[src/rtl/pad_port_pkg.sv]
package pad_port_pkg;
  localparam int unsigned DATA_W   = 8;
  localparam int unsigned DRIVEN_W = 5;
  typedef logic [DATA_W-1:0] bus_byte_t;
endpackage

[src/rtl/pad_port_decode.sv]
module pad_port_decode #(
  parameter int unsigned ADDR_W = 16,
  parameter int unsigned N_PADS = 2,
  parameter logic [ADDR_W-1:0] PORT_BASE = 'h4016
) (
  input  logic [ADDR_W-1:0] addr_i,
  input  logic              wr_i,
  input  logic              rd_i,
  output logic              ctl_wr_o,
  output logic [N_PADS-1:0] rd_sel_o,
  output logic [N_PADS-1:0] oe_n_o
);
  assign ctl_wr_o = wr_i && (addr_i == PORT_BASE);

  for (genvar k = 0; k < N_PADS; k++) begin : g_sel
    localparam logic [ADDR_W-1:0] PAD_ADDR = PORT_BASE + ADDR_W'(k);
    assign rd_sel_o[k] = rd_i && (addr_i == PAD_ADDR);
    assign oe_n_o[k]   = ~rd_sel_o[k];
  end
endmodule

[src/rtl/pad_sipo_model.sv]
module pad_sipo_model #(
  parameter int unsigned N_BTN = 8
) (
  input  logic             clk_i,
  input  logic             rst_ni,
  input  logic             load_i,
  input  logic             shift_i,
  input  logic [N_BTN-1:0] buttons_i,
  output logic             ser_n_o
);
  // Held as pressed = 1; the serial pin is active low.
  logic [N_BTN-1:0] sr_q;

  always_ff @(posedge clk_i or negedge rst_ni) begin
    if (!rst_ni)      sr_q <= '0;
    else if (load_i)  sr_q <= buttons_i;
    else if (shift_i) sr_q <= {1'b1, sr_q[N_BTN-1:1]};
  end

  // Transparent while loading: the first button follows the live input.
  assign ser_n_o = load_i ? ~buttons_i[0] : ~sr_q[0];
endmodule

[src/rtl/pad_bus_hold.sv]
module pad_bus_hold import pad_port_pkg::*; (
  input  logic      clk_i,
  input  logic      rst_ni,
  input  logic      wr_i,
  input  bus_byte_t wdata_i,
  input  logic      port_rd_i,
  input  bus_byte_t rd_byte_i,
  input  logic      obs_vld_i,
  input  bus_byte_t obs_i,
  output bus_byte_t hold_o
);
  bus_byte_t hold_q;

  always_ff @(posedge clk_i or negedge rst_ni) begin
    if (!rst_ni)        hold_q <= '0;
    else if (wr_i)      hold_q <= wdata_i;
    else if (port_rd_i) hold_q <= rd_byte_i;
    else if (obs_vld_i) hold_q <= obs_i;
  end

  assign hold_o = hold_q;
endmodule

[src/rtl/pad_port_ctrl.sv]
module pad_port_ctrl import pad_port_pkg::*; #(
  parameter int unsigned ADDR_W = 16,
  parameter int unsigned N_PADS = 2,
  parameter int unsigned N_BTN  = 8,
  parameter int unsigned GPO_W  = 2,
  parameter logic [ADDR_W-1:0] PORT_BASE = 'h4016
) (
  input  logic                      clk_i,
  input  logic                      rst_ni,
  input  logic [ADDR_W-1:0]         addr_i,
  input  logic                      wr_i,
  input  logic [DATA_W-1:0]         wdata_i,
  input  logic                      rd_i,
  output logic [DATA_W-1:0]         rdata_o,
  input  logic [DATA_W-1:0]         bus_obs_i,
  input  logic                      bus_obs_vld_i,
  input  logic [N_PADS*N_BTN-1:0]   buttons_i,
  output logic                      strobe_o,
  output logic [GPO_W-1:0]          gpo_o,
  output logic [N_PADS-1:0]         oe_n_o
);
  localparam int unsigned FLOAT_W = DATA_W - DRIVEN_W;

  logic              ctl_wr;
  logic [N_PADS-1:0] rd_sel;
  logic [N_PADS-1:0] ser_n;
  logic              port_rd;
  logic              strobe_q;
  logic [GPO_W-1:0]  gpo_q;
  logic [DRIVEN_W-1:0] buf_out [N_PADS];
  logic [DRIVEN_W-1:0] rd_low;
  bus_byte_t         hold;
  bus_byte_t         rd_byte;
  bus_byte_t         rdata_q;

  pad_port_decode #(
    .ADDR_W(ADDR_W), .N_PADS(N_PADS), .PORT_BASE(PORT_BASE)
  ) u_dec (
    .addr_i(addr_i), .wr_i(wr_i), .rd_i(rd_i),
    .ctl_wr_o(ctl_wr), .rd_sel_o(rd_sel), .oe_n_o(oe_n_o)
  );

  always_ff @(posedge clk_i or negedge rst_ni) begin
    if (!rst_ni) begin
      strobe_q <= 1'b0;
      gpo_q    <= '0;
    end else if (ctl_wr) begin
      strobe_q <= wdata_i[0];
      gpo_q    <= wdata_i[GPO_W:1];
    end
  end

  for (genvar k = 0; k < N_PADS; k++) begin : g_pad
    pad_sipo_model #(.N_BTN(N_BTN)) u_pad (
      .clk_i(clk_i), .rst_ni(rst_ni),
      .load_i(strobe_q), .shift_i(rd_sel[k]),
      .buttons_i(buttons_i[k*N_BTN +: N_BTN]),
      .ser_n_o(ser_n[k])
    );
    // Inverting buffer, spare inputs pulled high.
    assign buf_out[k] = ~{{(DRIVEN_W-1){1'b1}}, ser_n[k]};
  end

  always_comb begin
    rd_low = '0;
    for (int k = 0; k < N_PADS; k++)
      if (rd_sel[k]) rd_low = rd_low | buf_out[k];
  end

  assign port_rd = |rd_sel;
  assign rd_byte = {hold[DATA_W-1 -: FLOAT_W], rd_low};

  pad_bus_hold u_hold (
    .clk_i(clk_i), .rst_ni(rst_ni),
    .wr_i(wr_i), .wdata_i(wdata_i),
    .port_rd_i(port_rd), .rd_byte_i(rd_byte),
    .obs_vld_i(bus_obs_vld_i), .obs_i(bus_obs_i),
    .hold_o(hold)
  );

  always_ff @(posedge clk_i or negedge rst_ni) begin
    if (!rst_ni)      rdata_q <= '0;
    else if (port_rd) rdata_q <= rd_byte;
  end

  assign rdata_o  = rdata_q;
  assign strobe_o = strobe_q;
  assign gpo_o    = gpo_q;
endmodule

[config.mk]
export PLATFORM = sky130hd
export DESIGN_NAME = pad_port_ctrl
export DESIGN_NICKNAME = d
export VERILOG_FILES = /design/src/rtl/pad_port_pkg.sv /design/src/rtl/pad_port_decode.sv /design/src/rtl/pad_sipo_model.sv /design/src/rtl/pad_bus_hold.sv /design/src/rtl/pad_port_ctrl.sv
export SDC_FILE = /design/constraint.sdc
export NUM_CORES = 1
export LEC_CHECK = 0
export BUFFER_PORTS_ARGS = -buffer_cell sky130_fd_sc_hd__buf_4
export CAP_MARGIN = 20
export CORE_UTILIZATION = 51
export CTS_CLUSTER_DIAMETER = 120
export CTS_CLUSTER_SIZE = 24
export DETAILED_ROUTE_END_ITERATION = 8
export PLACE_DENSITY = 0.84
export SYNTH_ARGS = -nofsm -noshare
export SYNTH_HDL_FRONTEND = slang
export SYNTH_SLANG_ARGS = --single-unit
[constraint.sdc]
create_clock -name clk_i -period 3.5 [get_ports clk_i]
set_clock_uncertainty 0.05 [all_clocks]
set_input_delay 0.7 -clock clk_i [delete_from_list [all_inputs] [get_ports clk_i]]
set_output_delay 0.7 -clock clk_i [all_outputs]
set_load 0.005 [all_outputs]
# Yosys cells after proc, flatten, opt, wreduce, memory -nomap -nowiden
# Cells that the tools add are included.
# W data, S select, Z words.
# totals
ff_bits	30
in_bits	53
# classes
muxes	11
reduce_logical	8
eq_ne	3
bitwise_logic	9
# op_table
operator	n
$mux W8	7
$eq A16 B15 Y1 const B	2
$mux W5	2
$not A5 Y5	2
$not A1 Y1	6
$reduce_bool A2 Y1	3
$or A5 B5 Y5	1
$logic_and A1 B1 Y1	3
$mux W1	2
$ne A2 B2 Y1 const B	1
$reduce_and A2 Y1	1
$reduce_or A2 Y1	1

# Logic depth before layout (Yosys ltp)
# logic_depth
ltp_word	8
ltp_mapped	6
ltp_nobuf	4

# By module
# From an unflattened synthesis, not the netlist that was laid out.
# hier_totals
hier_cells	152
hier_area_um2	1660.3
# by_module_without_submodules
module	n_inst	area_each_um2	cells_each
pad_sipo_model	2	395.4	36
pad_bus_hold	1	455.4	44
pad_port_ctrl	1	322.8	25
pad_port_decode	1	91.3	11

# Least setup slack after synthesis
# No wires, ideal clock.
# synth_path
kind	input to register
from	input addr_i[13]
to	register rdata_q[0] (netlist: rdata_o[0])
setup_ns	0.125
arrival_ns	2.162
t_required_ns	3.325
stages	4
path_slack_ns	1.164
path_cell_list	or4_4 -> nor4_4 -> buf_6 -> mux2_2
# synth_between
elab_chain_len	5
word_cells_on_any_way	8
# synth_rtl
item	line_no	rtl
start: declaration	pad_port_ctrl.sv:10	input logic [ADDR_W-1:0] addr_i,
$eq A16 B15 Y1	pad_port_decode.sv:17	assign rd_sel_o[k] = rd_i && (addr_i == PAD_ADDR);
$logic_and A1 B1 Y1	pad_port_decode.sv:17	
$mux W5	pad_port_ctrl.sv:67	if (rd_sel[k]) rd_low = rd_low | buf_out[k];
$or A5 B5 Y5	pad_port_ctrl.sv:67	
$mux W5	pad_port_ctrl.sv:67	
end signal: assignment	pad_port_ctrl.sv:83	else if (port_rd) rdata_q <= rd_byte;
end: declaration	pad_port_ctrl.sv:34	bus_byte_t rdata_q;
# Several ways; a longest one is shown, not always the timed one.
# A chain may end at the register's enable or synchronous reset.

# Final worst setup path
# layout_path
from	input addr_i[13]
to	output oe_n_o[1]
# layout_between
elab_chain_len	3
# layout_rtl
item	line_no	rtl
$eq A16 B15 Y1	pad_port_decode.sv:17	
$logic_and A1 B1 Y1	pad_port_decode.sv:17	
$not A1 Y1	pad_port_decode.sv:18	assign oe_n_o[k] = ~rd_sel_o[k];
end: declaration	pad_port_ctrl.sv:20	output logic [N_PADS-1:0] oe_n_o
# Every way passes these cells.

==> results <==
- The number of nets in the layout is 246.
- The power density over cell area is 309 nW/um^2.
- In this run, post-CTS repair resized a total of 0 instances.
- In the finished design, the share of the clock period the worst path needs comes to 75.5%.
- The final global-route overflow total is 0.
- Routability-driven placement finished with a final weighted congestion of 0.807.
- Averaged over all synthesized cells, the footprint is 10.5 sq um.
- Entering global routing, the biggest net connects 37 pins.
- The worst relative slew slack is 39.8%.
- The final count of hold timing violations is 0.
- The worst-case IR drop observed on VDD is 227 uV.
- The total number of yosys warnings is 0.
- The total area inside the core boundary comes to 2780 sq um.
- The sink count of the clock tree is 26.
- On the worst path, the slowest cell contributes a delay of 0.55 ns.
- The routed length per instance is 16.0 um.
- The flow ran to the end, and the final reports show no timing, DRC or antenna violations.
- The number of antenna violations at the first check in global routing came to 0.
- The violation count after the first detailed-routing iteration is 36.
- For this block, the routed nets add up to 3.56 mm of wire.
- The longest clock path from root to sink contains 2 buffers.
- The remaining design rule violation count is 0.
- At the worst endpoint, the arrival time is 1.89 ns.
- Buffers placed on the I/O ports in this run total 54.
- The smallest setup slack after layout is 0.857 ns.
- The number of max-slew violations in the final report is 0.
- The setup slack at placement is 0.865 ns.
- The number of violations of the max-capacitance limit is 0.
- Across all layers, the routed design uses 1351 vias.
- After detailed routing, the number of vias per cell comes to 6.06.
- For the worst setup path, the data required time is 2.75 ns.
- The fraction of layout instances using a drive strength above 1 is 42.7%.
- The count of hold-fix buffers inserted at cts is 0.
- The final HPWL from detailed placement is 2.65 mm.
- The synthesized design devotes to its leading area cell type 42.9% of total area.
- Cells fill 69.3% of the core in the end.
- The sequential fraction of the synthesis area is 42.9%.
- Summing all placed instances gives a cell area of 1870 sq um.
- After synthesis, the cell types taking the most area are sky130_fd_sc_hd__dfrtp_1 43%, sky130_fd_sc_hd__nand3_1 7.3%, sky130_fd_sc_hd__a22oi_1 6.4%.
- The largest individual stage delay along the critical path comes from the cell sky130_fd_sc_hd__or4_4.
- The measured slew at the worst slew-check pin is 0.902 ns.
- The worst setup path is of the input pin to output port kind.
- The detailed-routing iteration count for the pre-antenna-repair pass is 4.
- The initialized floorplan defines 19 standard-cell rows.
- 66 I/O pins were placed.
- The cell taking the most area after synthesis is sky130_fd_sc_hd__dfrtp_1.
- The post-layout instance area is 1930 sq um.
- In this run the horizontal extent of the chip is 56.6 um.
- The cell type with the highest occurrence count on the critical path is sky130_fd_sc_hd__buf_4.
- The H-tree level count is 1.
- The final critical path time including I/O delays and setup is 2.64 ns.
- In this run, synthesis produced a sequential element count of 26.
- The repair_antennas step left the layout with diodes totalling 0.
- The die outline area is 3200 sq um.
- Traced cell by cell, the critical path runs through buf_4, or4_4, nor2_1, nand4_1, buf_4.
- After clock tree synthesis, the clock-pin slew on the worst setup and hold paths is 0.16 ns.
- The first global-routing pass estimated 5.87 mm of wire.
- The total setup violations reported at the end of the flow is 0.
- Setup repair after global routing left no endpoint under its margin.
- TritonCTS built the clock tree.
- The number of distinct library cell variants in the gate-level netlist after synthesis is 40.
- The worst hold path belongs to the class input pin to async pin.
- The root buffer cell chosen for the clock tree is sky130_fd_sc_hd__clkbuf_4.
- The worst-skew pair later-pin latency is 0.34 ns.
- Buffers inserted during clock tree synthesis total 3.
- After clock tree synthesis, the setup repair step added 0 buffers.
- The antenna violation net count after detailed routing is 0.
- The synthesized instance count is 144.
- The critical path startpoint category is an input pin.
- The worst setup path is captured at an output port.
- The total leakage power is 0.900 nW.
- The number of global-route vias before repair is 1270.
- The growth of design area from synthesis to finish is 27.0%.
- Global routing used 23.3% of the available tracks across all layers.
- The setup TNS is 0 ns.
- The maximum fanout count along the critical path is 4.
- The top achievable clock speed is 378 MHz.
- The starting utilization of the core area is 54.6%.
- The floorplan step set the die height to 56.6 um.
- The summed instance area of the synthesized netlist is 1520 sq um.
- The total power of the final layout is 0.596 mW.
-- worst max-delay path: cells and delay by family --
kind                   cells  cell delay (ns)
and+or+nand+nor            3             0.93
buffers and inverters      2             0.27
-- layout by cell type (no fill, tap or decap), types with 4 or more instances in the layout --
cell / n
sky130_fd_sc_hd__buf_4: 55
sky130_fd_sc_hd__dfrtp_1: 26
sky130_fd_sc_hd__nand3_1: 22
sky130_fd_sc_hd__a22oi_1: 13
sky130_fd_sc_hd__or3b_2: 9
sky130_fd_sc_hd__mux2_2: 7
sky130_fd_sc_hd__inv_1: 6
sky130_fd_sc_hd__nor2_1: 4
sky130_fd_sc_hd__conb_1: 4
-- per-stage QoR --
stage	std cells	hold slack (ns)
finish	223	0.184
global route	223	0.201
CTS	223	0.196
detailed placement	219	0.447
global placement	219	0.441
floorplan	147	0.354
-- state kept, by name, indices dropped and copies added, names as in the netlist --
name,flops
g_pad.u_pad.sr_q,16
gpo_o,2
rdata_o,4
strobe_o,1
u_hold.hold_o,3
-- logic make-up after synthesis --
kind of cell,after synthesis,share of synthesized area (%)
AND/OR/NAND/NOR,62,28.1
AO/OA/AOI/OAI,27,13.6
flip-flops,26,42.9
buffers and inverters,20,8.49
multiplexers,8,6.68
other,1,0.247
-- layer usage --
layer / global-route usage (%) / vias to the layer above / part of all wire, % / routed length (um)
met4: 6.27 / 0 / 0.81 / 29
met5: 0 / - / 0 / 0
met2: 40.3 / 64 / 50 / 1790
li1: - / 639 / - / -
met1: 30.8 / 644 / 42 / 1480
met3: 2.76 / 4 / 7.4 / 263
-- synth_stat cells --
library cell,instances
sky130_fd_sc_hd__a211oi_1,2
sky130_fd_sc_hd__or4bb_1,2
sky130_fd_sc_hd__and3_1,1
sky130_fd_sc_hd__o211ai_1,2
sky130_fd_sc_hd__dfrtp_1,26
sky130_fd_sc_hd__o41a_1,1
sky130_fd_sc_hd__and3b_1,1
sky130_fd_sc_hd__buf_6,2
sky130_fd_sc_hd__and4_1,1
sky130_fd_sc_hd__inv_1,6
sky130_fd_sc_hd__nor4_4,1
sky130_fd_sc_hd__a22oi_1,13
sky130_fd_sc_hd__nand3_2,1
sky130_fd_sc_hd__nand3b_1,3
sky130_fd_sc_hd__nand3_1,22
sky130_fd_sc_hd__or2_2,1
sky130_fd_sc_hd__nor3_1,2
sky130_fd_sc_hd__or3_1,1
sky130_fd_sc_hd__nand4bb_1,2
sky130_fd_sc_hd__conb_1,1
sky130_fd_sc_hd__clkbuf_1,5
sky130_fd_sc_hd__nand4_1,2
sky130_fd_sc_hd__a2bb2oi_1,2
sky130_fd_sc_hd__a41oi_1,1
sky130_fd_sc_hd__nand2b_1,1
sky130_fd_sc_hd__clkbuf_4,2
sky130_fd_sc_hd__a21oi_1,3
sky130_fd_sc_hd__buf_4,4
sky130_fd_sc_hd__mux4_2,1
sky130_fd_sc_hd__mux2_2,7
sky130_fd_sc_hd__nand2_1,3
sky130_fd_sc_hd__o41ai_1,2
sky130_fd_sc_hd__nor2b_1,1
sky130_fd_sc_hd__nor2_1,4
sky130_fd_sc_hd__or4_4,2
sky130_fd_sc_hd__or3b_2,9
sky130_fd_sc_hd__nand4b_1,1
sky130_fd_sc_hd__o2bb2ai_1,1
sky130_fd_sc_hd__nor3_2,1
sky130_fd_sc_hd__buf_12,1
-- where the power goes --
group	leakage, nW	internal, mW	switching (mW)
sequential	0.298	0.305	0.00334
combinational	0.574	0.0445	0.0321
clock	0.0279	0.116	0.0950
-- path summary, 6_finish.rpt --
kind | endpoint | slack (ns) | cells after the start | start
max in group asynchronous | g_pad[1].u_pad.sr_q[6] | 2.94 | 1 | rst_ni
hold reg to reg | gpo_o[1] | 0.48 | 1 | gpo_o[1]
setup reg to reg | g_pad[0].u_pad.sr_q[0] | 1.56 | 3 | strobe_o
setup / recovery | oe_n_o[1] | 0.86 | 5 | addr_i[13]
min in group clk_i | gpo_o[1] | 0.48 | 1 | gpo_o[1]
hold / removal | g_pad[1].u_pad.sr_q[4] | 0.18 | 1 | rst_ni
-- layout make-up --
cell class | count | area, sq um
clock inverter | 1 | 30.0
multi-input combinational | 101 | 749
inverter | 6 | 22.5
fill | 217 | 855
tap | 31 | 38.8
timing repair buffer | 55 | 413
clock buffer | 3 | 22.5
sequential | 26 | 651
(Power assumes the default switching activity.)
